--- src/rtl/stq_wb_pkg.sv ---
package stq_wb_pkg;

    // Store-conditional outcome codes reported on sc_code.
    typedef enum logic [1:0] {
        SC_FAIL     = 2'd0,
        SC_OK       = 2'd1,
        SC_UNCACHED = 2'd2
    } sc_code_e;

endpackage

--- src/rtl/stq_ring.sv ---
// Circular store storage: pointers carry one extra lap bit.
module stq_ring #(
    parameter int DEPTH = 16,
    parameter int W     = 82
) (
    input  logic                       clk,
    input  logic                       rst_n,
    input  logic                       push,
    input  logic [W-1:0]               push_data,
    input  logic                       pop,
    output logic [W-1:0]               head_data,
    output logic [$clog2(DEPTH)-1:0]   head_idx,
    output logic                       full,
    output logic                       empty
);
    localparam int IDX_W = $clog2(DEPTH);
    localparam int PTR_W = IDX_W + 1;

    logic [W-1:0]     mem [DEPTH];
    logic [PTR_W-1:0] head_q, head_d;
    logic [PTR_W-1:0] tail_q, tail_d;

    function automatic logic [PTR_W-1:0] bump(input logic [PTR_W-1:0] p);
        logic [IDX_W-1:0] i;
        i = p[IDX_W-1:0];
        if (i == IDX_W'(DEPTH - 1))
            return {~p[PTR_W-1], {IDX_W{1'b0}}};
        return {p[PTR_W-1], i + IDX_W'(1)};
    endfunction

    assign empty     = (head_q == tail_q);
    assign full      = (head_q[IDX_W-1:0] == tail_q[IDX_W-1:0]) &&
                       (head_q[PTR_W-1] != tail_q[PTR_W-1]);
    assign head_idx  = head_q[IDX_W-1:0];
    assign head_data = mem[head_idx];

    always_comb begin
        head_d = head_q;
        tail_d = tail_q;
        if (pop && !empty) head_d = bump(head_q);
        if (push && !full) tail_d = bump(tail_q);
    end

    always_ff @(posedge clk) begin
        if (!rst_n) begin
            head_q <= '0;
            tail_q <= '0;
        end else begin
            head_q <= head_d;
            tail_q <= tail_d;
        end
    end

    always_ff @(posedge clk) begin
        if (push && !full) mem[tail_q[IDX_W-1:0]] <= push_data;
    end

endmodule

--- src/rtl/stq_link.sv ---
// Link flag and address set by locked loads.
module stq_link #(
    parameter int ADDR_W = 32
) (
    input  logic              clk,
    input  logic              rst_n,
    input  logic              set,
    input  logic [ADDR_W-1:0] set_addr,
    input  logic              clr,
    output logic              flag,
    output logic [ADDR_W-1:0] addr
);
    logic              flag_q, flag_d;
    logic [ADDR_W-1:0] addr_q, addr_d;

    always_comb begin
        flag_d = flag_q;
        addr_d = addr_q;
        if (clr) flag_d = 1'b0;
        if (set) begin
            flag_d = 1'b1;
            addr_d = set_addr;
        end
    end

    always_ff @(posedge clk) begin
        if (!rst_n) begin
            flag_q <= 1'b0;
            addr_q <= '0;
        end else begin
            flag_q <= flag_d;
            addr_q <= addr_d;
        end
    end

    assign flag = flag_q;
    assign addr = addr_q;

endmodule

--- src/rtl/stq_wb_unit.sv ---
module stq_wb_unit
    import stq_wb_pkg::*;
#(
    parameter int DEPTH  = 16,
    parameter int ADDR_W = 32,
    parameter int DATA_W = 32,
    parameter int SEQ_W  = 16,
    parameter int LDX_W  = 5
) (
    input  logic                     clk,
    input  logic                     rst_n,
    input  logic                     enq_valid,
    input  logic [ADDR_W-1:0]        enq_addr,
    input  logic [DATA_W-1:0]        enq_data,
    input  logic [SEQ_W-1:0]         enq_seq,
    input  logic                     enq_locked,
    input  logic                     enq_uncached,
    output logic                     sq_full,
    output logic                     sq_empty,
    output logic                     req_valid,
    output logic [ADDR_W-1:0]        req_addr,
    output logic [DATA_W-1:0]        req_data,
    output logic                     req_cond,
    input  logic                     req_accept,
    input  logic                     req_retry,
    input  logic                     ll_valid,
    input  logic [ADDR_W-1:0]        ll_addr,
    input  logic                     link_clear,
    output logic                     link_flag,
    output logic [ADDR_W-1:0]        link_addr,
    input  logic                     stall_set,
    input  logic [SEQ_W-1:0]         stall_seq,
    input  logic [LDX_W-1:0]         stall_ld_idx,
    output logic                     replay_valid,
    output logic [LDX_W-1:0]         replay_ld_idx,
    output logic                     cmpl_valid,
    output logic [$clog2(DEPTH)-1:0] cmpl_idx,
    output logic                     sc_valid,
    output logic [$clog2(DEPTH)-1:0] sc_idx,
    output logic [1:0]               sc_code,
    output logic                     wb_blocked
);
    localparam int IDX_W = $clog2(DEPTH);
    localparam int ENT_W = ADDR_W + DATA_W + SEQ_W + 2;

    typedef struct packed {
        logic [ADDR_W-1:0] addr;
        logic [DATA_W-1:0] data;
        logic [SEQ_W-1:0]  seq;
        logic              locked;
        logic              uncached;
    } entry_t;

    typedef struct packed {
        logic [ADDR_W-1:0] addr;
        logic [DATA_W-1:0] data;
        logic [SEQ_W-1:0]  seq;
        logic [IDX_W-1:0]  idx;
        logic              locked;
        sc_code_e          code;
    } pkt_t;

    typedef struct packed {
        logic             blocked;
        pkt_t             hold;
        logic             stalled;
        logic [SEQ_W-1:0] stall_seq;
        logic [LDX_W-1:0] stall_ld;
        logic             cmpl_v;
        logic [IDX_W-1:0] cmpl_idx;
        logic             sc_v;
        logic [IDX_W-1:0] sc_idx;
        sc_code_e         sc_code;
        logic             rp_v;
        logic [LDX_W-1:0] rp_idx;
    } state_t;

    state_t            st_q, st_d;
    entry_t            enq_ent, head;
    logic [ENT_W-1:0]  head_bits;
    logic [IDX_W-1:0]  head_idx;
    logic              pop;
    logic              link_flag_w;
    pkt_t              fresh, send_pkt;
    logic              sent_ok;
    logic [ADDR_W-1:0] hold_addr_w;

    assign enq_ent = '{addr: enq_addr, data: enq_data, seq: enq_seq,
                       locked: enq_locked, uncached: enq_uncached};

    stq_ring #(.DEPTH(DEPTH), .W(ENT_W)) u_ring (
        .clk       (clk),
        .rst_n     (rst_n),
        .push      (enq_valid),
        .push_data (enq_ent),
        .pop       (pop),
        .head_data (head_bits),
        .head_idx  (head_idx),
        .full      (sq_full),
        .empty     (sq_empty)
    );

    stq_link #(.ADDR_W(ADDR_W)) u_link (
        .clk      (clk),
        .rst_n    (rst_n),
        .set      (ll_valid),
        .set_addr (ll_addr),
        .clr      (link_clear),
        .flag     (link_flag_w),
        .addr     (link_addr)
    );

    assign head      = entry_t'(head_bits);
    assign link_flag = link_flag_w;

    always_comb begin
        st_d        = st_q;
        st_d.cmpl_v = 1'b0;
        st_d.sc_v   = 1'b0;
        st_d.rp_v   = 1'b0;
        pop         = 1'b0;
        sent_ok     = 1'b0;

        fresh.addr   = head.addr;
        fresh.data   = head.data;
        fresh.seq    = head.seq;
        fresh.idx    = head_idx;
        fresh.locked = head.locked;
        fresh.code   = head.uncached ? SC_UNCACHED : (link_flag_w ? SC_OK : SC_FAIL);

        send_pkt  = st_q.blocked ? st_q.hold : fresh;
        req_valid = 1'b0;
        req_addr  = send_pkt.addr;
        req_data  = send_pkt.data;
        req_cond  = send_pkt.locked;

        if (!st_q.blocked) begin
            if (!sq_empty) begin
                if (head.locked && !head.uncached && !link_flag_w) begin
                    // failed conditional retires without touching the cache
                    pop           = 1'b1;
                    st_d.cmpl_v   = 1'b1;
                    st_d.cmpl_idx = head_idx;
                    st_d.sc_v     = 1'b1;
                    st_d.sc_idx   = head_idx;
                    st_d.sc_code  = SC_FAIL;
                end else begin
                    req_valid = 1'b1;
                    if (req_accept) begin
                        sent_ok = 1'b1;
                    end else begin
                        st_d.blocked = 1'b1;
                        st_d.hold    = fresh;
                    end
                end
            end
        end else if (req_retry) begin
            req_valid = 1'b1;
            if (req_accept) begin
                sent_ok      = 1'b1;
                st_d.blocked = 1'b0;
            end
        end

        if (sent_ok) begin
            pop = 1'b1;
            if (st_q.stalled && (send_pkt.seq == st_q.stall_seq)) begin
                st_d.stalled   = 1'b0;
                st_d.stall_seq = '0;
                st_d.rp_v      = 1'b1;
                st_d.rp_idx    = st_q.stall_ld;
            end
            if (send_pkt.locked) begin
                st_d.sc_v    = 1'b1;
                st_d.sc_idx  = send_pkt.idx;
                st_d.sc_code = send_pkt.code;
            end else begin
                st_d.cmpl_v   = 1'b1;
                st_d.cmpl_idx = send_pkt.idx;
            end
        end

        if (stall_set) begin
            st_d.stalled   = 1'b1;
            st_d.stall_seq = stall_seq;
            st_d.stall_ld  = stall_ld_idx;
        end
    end

    always_ff @(posedge clk) begin
        if (!rst_n) st_q <= '0;
        else        st_q <= st_d;
    end

    assign replay_valid  = st_q.rp_v;
    assign replay_ld_idx = st_q.rp_idx;
    assign cmpl_valid    = st_q.cmpl_v;
    assign cmpl_idx      = st_q.cmpl_idx;
    assign sc_valid      = st_q.sc_v;
    assign sc_idx        = st_q.sc_idx;
    assign sc_code       = st_q.sc_code;
    assign wb_blocked    = st_q.blocked;
    assign hold_addr_w   = st_q.hold.addr;

endmodule

--- config.mk ---
export PLATFORM = sky130hd
export DESIGN_NAME = stq_wb_unit
export DESIGN_NICKNAME = d
export VERILOG_FILES = /design/src/rtl/stq_wb_pkg.sv /design/src/rtl/stq_ring.sv /design/src/rtl/stq_link.sv /design/src/rtl/stq_wb_unit.sv
export SDC_FILE = /design/constraint.sdc
export NUM_CORES = 1
export LEC_CHECK = 0
export BUFFER_PORTS_ARGS = -buffer_cell sky130_fd_sc_hd__buf_2
export CAP_MARGIN = 25
export CORE_MARGIN = 4
export CORE_UTILIZATION = 46
export CTS_CLUSTER_SIZE = 16
export DETAILED_ROUTE_END_ITERATION = 16
export MAX_ROUTING_LAYER = met4
export PLACE_DENSITY = 0.62
export SETUP_SLACK_MARGIN = 0.02
export SKIP_LAST_GASP = 1
export SLEW_MARGIN = 15
export SYNTH_ARGS = -nofsm -noshare
export SYNTH_HDL_FRONTEND = slang
export SYNTH_SLANG_ARGS = --single-unit
export TNS_END_PERCENT = 20
--- constraint.sdc ---
create_clock -name clk -period 8.6 [get_ports clk]
set_clock_uncertainty 0.05 [all_clocks]
set_input_delay 1.72 -clock clk [delete_from_list [all_inputs] [get_ports clk]]
set_output_delay 1.72 -clock clk [all_outputs]
set_load 0.03 [all_outputs]
Yosys cells after proc, flatten, opt, wreduce, memory -nomap -nowiden

Memories as Yosys holds them, arrays and structs flattened. A register that Yosys moved wholly into a read port is not among the register bits.
Index checks and enable logic that the tools add are counted.

Bits in registers: 171
Bits in writable memories: 1312
Output and inout bits: 120
Memories kept: 1

Add/sub/neg operators: 2
Eq/ne operators: 6
Multiplexer cells: 46
Bitwise gates (word level): 6
Reduce and logical (&&, ||, !) cells: 19

Memories:

| name       | depth | width | read ports | clocked after Yosys merged registers in | wr ports | RTL line       | RTL |
|---|---|---|---|---|---|---|---|
| u_ring.mem | 16    | 82    | 1          | 1                                       | 1        | stq_ring.sv:19 | `logic [W-1:0] mem [DEPTH];` |

Operators with widths:

| operator                                                       | count |
|---|---|
| 88-bit 2-to-1 mux                                              | 3 |
| 87-bit 2-to-1 mux                                              | 1 |
| 12-bit 2-to-1 mux                                              | 3 |
| 17-bit 2-to-1 mux                                              | 2 |
| 1-bit 2-to-1 mux                                               | 25 |
| 22-bit 2-to-1 mux                                              | 1 |
| 18-bit 2-to-1 mux                                              | 1 |
| 16-bit == test                                                 | 1 |
| 4-bit 2-to-1 mux                                               | 4 |
| 5-bit 2-to-1 mux                                               | 3 |
| 2-bit AND reduction                                            | 5 |
| 4-bit by 1-bit adder with 4-bit output (second input constant) | 2 |
| 4-bit == test (second input constant)                          | 2 |
| 7-bit 2-to-1 mux                                               | 1 |
| 1-bit logical AND                                              | 6 |
| 6-bit 2-to-1 mux                                               | 1 |
| 1-bit NOT                                                      | 6 |
| 2-bit nonzero test                                             | 3 |
| 5-bit == test                                                  | 1 |
| 4-bit == test                                                  | 1 |
| 1-bit logical NOT                                              | 4 |
| 4-bit AND reduction                                            | 1 |
| 2-bit 2-to-1 mux                                               | 1 |
| 1-bit inequality test                                          | 1 |

Depth between registers and ports, before layout

Gate-level depths: netlist of the first run.

Depth in word-level cells: 12
Mapped depth: 14
Gate-level depth less buffers: 8

By module

A second synthesis of the first run with hierarchy kept.

Cells, all modules: 2737
Area, all modules: 57403.8 µm²

Modules (own cells, without submodules):

| module      | instances | cells each | area an instance (µm²) |
|---|---|---|---|
| stq_ring    | 1         | 1924       | 50216.9 |
| stq_wb_unit | 1         | 707        | 5909.4 |
| stq_link    | 1         | 106        | 1277.5 |

Worst setup path after synthesis of the first run

Ideal clock, no wire load.

Path kind: input to register
Start: input enq_valid
End: memory u_ring.mem[3][0], enable pin
Setup time: 0.623 ns
Arrival time: 7.802 ns
Data required time: 7.927 ns
Slack: 0.126 ns
Cell stages on the path: 4
Cell sequence: and2_1 clkbuf_1 nand2_1 nor3_1

Word-level cells in the longest chain between the ends: 3

Ends and longest elaborated chain:

| what                                   | RTL line          | RTL |
|---|---|---|
| start: declaration                     | stq_wb_unit.sv:12 | `input logic enq_valid,` |
| 1-bit logical AND                      | stq_ring.sv:55    | `if (push && !full) mem[tail_q[IDX_W-1:0]] <= push_data;` |
| 1-bit 2-to-1 mux                       | stq_ring.sv:55    |  |
| 1-bit 2-to-1 mux (implied by the code) | stq_ring.sv:55    |  |
| end: declaration                       | stq_ring.sv:19    |  |

Every way passes these cells.

==> results of run 1 <==
[Yosys cell counts (7+ instances only)]
master and instances:
mux4_2 355, nor3_1 18, buf_1 12, and3_1 20, xor2_1 16, dfxtp_1 175, mux2_2 28, mux4_1 9
clkbuf_1 103, nand2_1 413, mux2i_1 126, a211oi_1 8, inv_1 13, a21oi_1 95, a32oi_1 7, nand3_1 14
xnor2_1 19, buf_2 48, buf_4 22, nor2b_1 12, a22oi_1 13, o21ai_0 18, nor2_1 99, edfxtp_1 1312
[per-stage QoR]
| stage | hold WS [ps] | power [mW] | area (um^2) | instances |
|---|---|---|---|---|
| final | 403 | 17.8 | 66100 | 5117 |
| after floorplan | 385 | 10.5 | 57800 | 3053 |
| after detailed placement | 397 | 11.4 | 60900 | 4814 |
| after global routing | 421 | 18.5 | 66000 | 5116 |
| after global placement | 392 | 11.4 | 60900 | 4813 |
| after CTS | 405 | 18.0 | 66000 | 5097 |
[worst reg2reg max path, stage by stage, from the launching register on]
cell and delay, ps:
dfxtp_2 300, buf_4 280, inv_6 440, buf_16 350, buf_4 680, mux2i_1 330
mux2i_1 310, o2bb2ai_1 270, or4_4 560, a221oi_4 330, nand4_4 250, and3_1 260
[registers in the layout, indices dropped and copies added, names as in the netlist, named ones only]
register       cells
hold_addr_w       32
sc_code            2
sc_valid           1
replay_valid       1
wb_blocked         1
sc_idx             4
u_link.addr       32
u_ring.mem      1312
st_q              77
u_ring.head_q      5
cmpl_idx           4
cmpl_valid         1
u_link.flag        1
replay_ld_idx      5
u_ring.tail_q      5
[cell type report]
class / count / area (um^2) / share of cell area (%)
Multi-Input combinational cell: 1362 / 14100 / 21.3
Timing Repair Buffer: 316 / 1840 / 2.79
Clock inverter: 76 / 726 / 1.10
Tap cell: 1637 / 2050 / 3.10
Inverter: 14 / 63.8 / 0.0966
Antenna cell: 18 / 45.0 / 0.0682
Clock buffer: 207 / 4330 / 6.55
Sequential cell: 1487 / 42900 / 65.0
[path summary, 6_finish.rpt]
path,to,slack [ps]
min reg2reg,hold_addr_w[18],400
max,req_data[5],2830
max reg2reg,st_q[38],4080
min,hold_addr_w[18],400
[layer usage]
metal	track usage, %	wire [um]	vias to the layer above
met4	5.01	2450	0
met2	33.5	65900	1144
li1	-	-	12700
met1	30.3	60800	15700
met5	-	0	-
met3	4.80	10400	200
[power groups by stage]
stage | registers, mW | clock network (mW) | logic, mW
detailed placement | 8.31 | 0 | 3.11
CTS | 8.16 | 6.72 | 3.12
global placement | 8.34 | 0 | 3.02
floorplan | 8.27 | 0 | 2.26
finish | 8.16 | 6.58 | 3.08
global route | 8.18 | 7.05 | 3.31
[cells by family (layout without fill, tap and decap cells)]
logic type / count (synthesis) / in the layout / share of synthesized area, %
xor gates and xnor gates: 35 / 35 / 0.530
buffers and inverters: 204 / 613 / 1.64
DFF: 1487 / 1487 / 74.2
muxes: 518 / 518 / 17.0
adders and majority gates: 5 / 5 / 0.108
and+or+nand+nor: 614 / 614 / 4.45
AOI/OAI and AO/OA: 190 / 190 / 2.08
other: 0 / 18 / 0
==> results.yml, run 1 <==
die:
  die_h_um: 362
  ios: 263
  chipWidth_um: 362
  rows: 129
  die_area_um2: 131000
  start_util_pct: 46.5
  core_area_um2: 124000
critical_path:
  crit_buf_inv: 5
  critPathCaptureType: "output port"
  worstPathArrival_ps: 4000
  start_kind: "flip-flop"
  critPathRequiredTime_ps: 6830
  path_cells: "buf_4 > inv_6 > buf_16 > buf_4 > mux4_2 > nand2_1 > nand2_1 > buf_2"
  crit_fanout: 36
  max_stage_delay_ps: 660
  path_class: "flip-flop to output port"
  cpMaxStageDelayCell: "buf_4"
  reg2reg_depth: 11
  cp_top_family: "buffers and inverters"
  cp_num_cells: 8
run_status:
  status: "finished, final reports clean"
timing:
  slew_violations: 0
  hold_viol_final: 0
  rsz0062_at_grt: "false"
  finalSetupViolCount: 0
  relSlewSlack_pct: 24.3
  period_share_pct: 67.1
  setup_slack_ps: 2830
  tightest_slew_ps: 1130
  fmax_ghz: 0.173
  min_period_ps: 5770
  fin_setup_tns_ps: 0
detailed_routing:
  drc: 0
  ant_nets: 0
  post_drt_wl_per_cell_um: 27.3
  viasPerCell: 5.82
  drt_iter0_drc: 2699
  routed_wl_um: 140000
  via_count: 29800
  dr.pass1.iters: 5
place:
  gp_congestion: 0.820
  dp_slack_ps: 3420
  numPortBuffers: 262
  dp_hpwl_um: 72600
clocking:
  h-tree-depth: 4
  insertion_delay_ps: 760
  clk_pin_slew_ps: 60
  post-cts-setup-buffer-count: 0
  cts-root-buf: "clkbuf_16"
  cts_tree: "yes"
  cts.repair.resized: 0
  cts_inserted_buffers: 152
  cts_num_sinks: 1487
  clockBufferDepth: 3
  postCtsHoldBufs: 0
power_and_ir_drop:
  p_per_area_nw_per_um2: 270
  clock_power_share_pct: 36.9
  peakVddDrop_v: 0.000268
  switching_share_pct: 26.0
  leakagePower_nw: 21.5
  internal_power_mw: 13.2
  pwr-share-comb_pct: 17.3
  seq_power_share_pct: 45.8
  p_sw_mw: 4.64
layout:
  layout_common_cells: "1,312 x edfxtp_1, 413 x nand2_1, 355 x mux4_2"
  layout.nets: 3481
  syn2layout_area_growth_pct: 14.3
  num-fill-cells: 9641
  mostFrequentLayoutCell: "edfxtp_1"
  utilization_pct: 53.1
  drive_gt1_share_pct: 27.8
global_routing:
  antenna_found_initial: 31
  grtUsageTotal_pct: 21.8
  grt_pass1_vias: 30200
  grt_pass1_wl_um: 204000
  overflow: 0
  grt_start_max_net_pins: 161
worst_hold_path:
  hold_start: "hold_addr_w[18]"
  min_path_type: "flip-flop to flip-flop"
  hold_path_depth: 2
logic_synthesis:
  syn-mean-instance-area_um2: 18.9
  yosysSeqAreaShare_pct: 74.2
  syn_nets: 3201
  yosysWarnings: 0
  synth_edf_count: 1312
  postSynth.asyncResetShare_pct: 0
  ys_ff_latch: 1487
  synth_ff_type: "edfxtp_1"
  synth_area_um2: 57800
  yosysTopAreaCell: "edfxtp_1"
  yosysUniqueCellTypes: 69
  synth_top_area_share_pct: 68.2
  synth.area.top_cells: "edfxtp_1 68%, mux4_2 14%, dfxtp_1 6.1%"
  syn_inst: 3053
job:
  drv_cap: 0
No activity file was read; power rests on OpenSTA's default activity.
==> inputs of run 2 (changes only) <==
--- a/config.mk
+++ b/config.mk
@@ -12,7 +12,7 @@
 export CTS_CLUSTER_SIZE = 16
 export DETAILED_ROUTE_END_ITERATION = 16
 export MAX_ROUTING_LAYER = met4
-export PLACE_DENSITY = 0.62
+export PLACE_DENSITY = 0.6
 export SETUP_SLACK_MARGIN = 0.02
 export SKIP_LAST_GASP = 1
 export SLEW_MARGIN = 15
==> constraint.sdc (replaced) <==
create_clock -name clk -period 5.6 [get_ports clk]
set_clock_uncertainty 0.05 [all_clocks]
set_input_delay 1.12 -clock clk [delete_from_list [all_inputs] [get_ports clk]]
set_output_delay 1.12 -clock clk [all_outputs]
set_load 0.03 [all_outputs]
==> run 2 against run 1 <==
Compared with the run above: worst hold slack about the same; total power increased by 55%; global-route usage increased by 1.2 points; combinational power increased by 54%; critical path depth decreased by 1; core utilization increased by 0.41 points.
==> results.yml, run 2 (synthesis results as in run 1) <==
critical_path:
  reg2reg_depth: 9
  crit_fanout: 39
  r2r-end: "st_q[36]"
  critPathRequiredTime_ps: 4430
  reg2reg_slack_ps: 1390
  path_class: "flip-flop to output port"
  critPathCaptureType: "output port"
  worstPathArrival_ps: 3880
  start_kind: "flip-flop"
timing:
  rsz0062_at_grt: "false"
  fmax_ghz: 0.198
  min_period_ps: 5050
  relSlewSlack_pct: 33.1
  finalSetupViolCount: 0
  period_share_pct: 90.2
  hold_viol_final: 0
  slew_violations: 0
  tightest_slew_ps: 1000
  fin_setup_tns_ps: 0
detailed_routing:
  ant_nets: 0
  via_count: 29900
  viasPerCell: 5.83
  drt_iter0_drc: 2913
  routed_wl_um: 147000
  drc: 0
  post_drt_wl_per_cell_um: 28.5
  dr.pass1.iters: 5
clocking:
  cts-root-buf: "clkbuf_16"
  postCtsHoldBufs: 0
  cts_inserted_buffers: 155
  clockBufferDepth: 3
  cts_tree: "yes"
  cts.repair.resized: 0
  post-cts-setup-buffer-count: 0
  cts_num_sinks: 1487
  clk_pin_slew_ps: 70
  insertion_delay_ps: 770
  h-tree-depth: 4
job:
  drv_cap: 0
global_routing:
  overflow: 0
  grt_pass1_wl_um: 213000
  grt_start_max_net_pins: 120
  antenna_found_initial: 27
  grt_pass1_vias: 30800
  grtUsageTotal_pct: 23.0
layout:
  num-fill-cells: 9682
  layoutNonFillerInstCount: 5135
  layout_common_cells: "1,312 x edfxtp_1, 413 x nand2_1, 355 x mux4_2"
  largest_register_ffs: 1312
  layout.nets: 3499
  drive_gt1_share_pct: 28.0
  syn2layout_area_growth_pct: 15.2
  mostFrequentLayoutCell: "edfxtp_1"
power_and_ir_drop:
  peakVddDrop_v: 0.000363
  leakagePower_nw: 21.7
  p_per_area_nw_per_um2: 414
die:
  die_h_um: 362
  core_area_um2: 124000
  start_util_pct: 46.5
  die_area_um2: 131000
  ios: 263
  chipWidth_um: 362
  rows: 129
worst_hold_path:
  worstHoldEndpoint: "st_q[66]"
  hold_start: "st_q[66]"
  min_path_type: "flip-flop to flip-flop"
  hold_path_depth: 2
place:
  gp_congestion: 0.783
  numPortBuffers: 262
  dp_hpwl_um: 76700
  place_inst: 4831
run_status:
  status: "finished, final reports clean"
## run 2: worst max-delay path, stage by stage (launching register included)
cell     delay, ps
dfxtp_4        730
buf_12         390
buf_4          490
mux4_2         560
mux4_2         530
nand2_1        100
nand2_1         80
buf_2          180
## run 2: power by group
part / internal (mW) / switching, mW / total [mW]
logic: 1.99 / 2.75 / 4.74
registers: 12.3 / 0.235 / 12.6
clock network: 6.02 / 4.22 / 10.2
total: 20.3 / 7.20 / 27.5
## run 2: cell type report
type                    count  area [um^2]  area share, %
flip-flops and latches   1487        42900           64.5
multi-input cells        1362        14100           21.2
clock buffers             212         4310           6.47
repair buffers            331         2260           3.40
well taps                1637         2050           3.08
clock inverters            73          803           1.21
inverters                  14         67.6          0.102
diodes                     19         47.5         0.0714
## run 2: stage by stage
| step | setup WS (ps) | utilization, % | instance area, um^2 | total power [mW] | hold slack (ps) |
|---|---|---|---|---|---|
| after floorplan | -117 | - | 57800 | 16.2 | 385 |
| after global placement | 1300 | 49.3 | 61300 | 17.5 | 391 |
| after detailed placement | 1250 | 49.4 | 61400 | 17.6 | 398 |
| after CTS | 376 | 53.5 | 66500 | 27.8 | 406 |
| after global routing | 262 | 53.6 | 66600 | 28.7 | 418 |
| final | 547 | 53.6 | 66600 | 27.5 | 403 |
## run 2: layer usage
layer / up-vias / global-route usage (%) / routed length (um)
met3: 221 / 4.34 / 10400
met4: 0 / 5.29 / 2770
met2: 1151 / 37.0 / 72200
met1: 15800 / 31.1 / 61100
li1: 12800 / - / -
met5: - / - / 0
## run 2: worst max path at each step
| stage | start | end | slack [ps] | cells past startpoint |
|---|---|---|---|---|
| floorplan | enq_valid | u_ring.mem[15][0] | -120 | 4 |
| global placement | flip-flop | req_addr[30] | 1300 | 7 |
| detailed placement | flip-flop | req_addr[31] | 1250 | 7 |
| CTS | flip-flop | req_addr[31] | 380 | 7 |
| global route | flip-flop | req_addr[31] | 260 | 7 |
| finish | flip-flop | req_addr[31] | 550 | 7 |
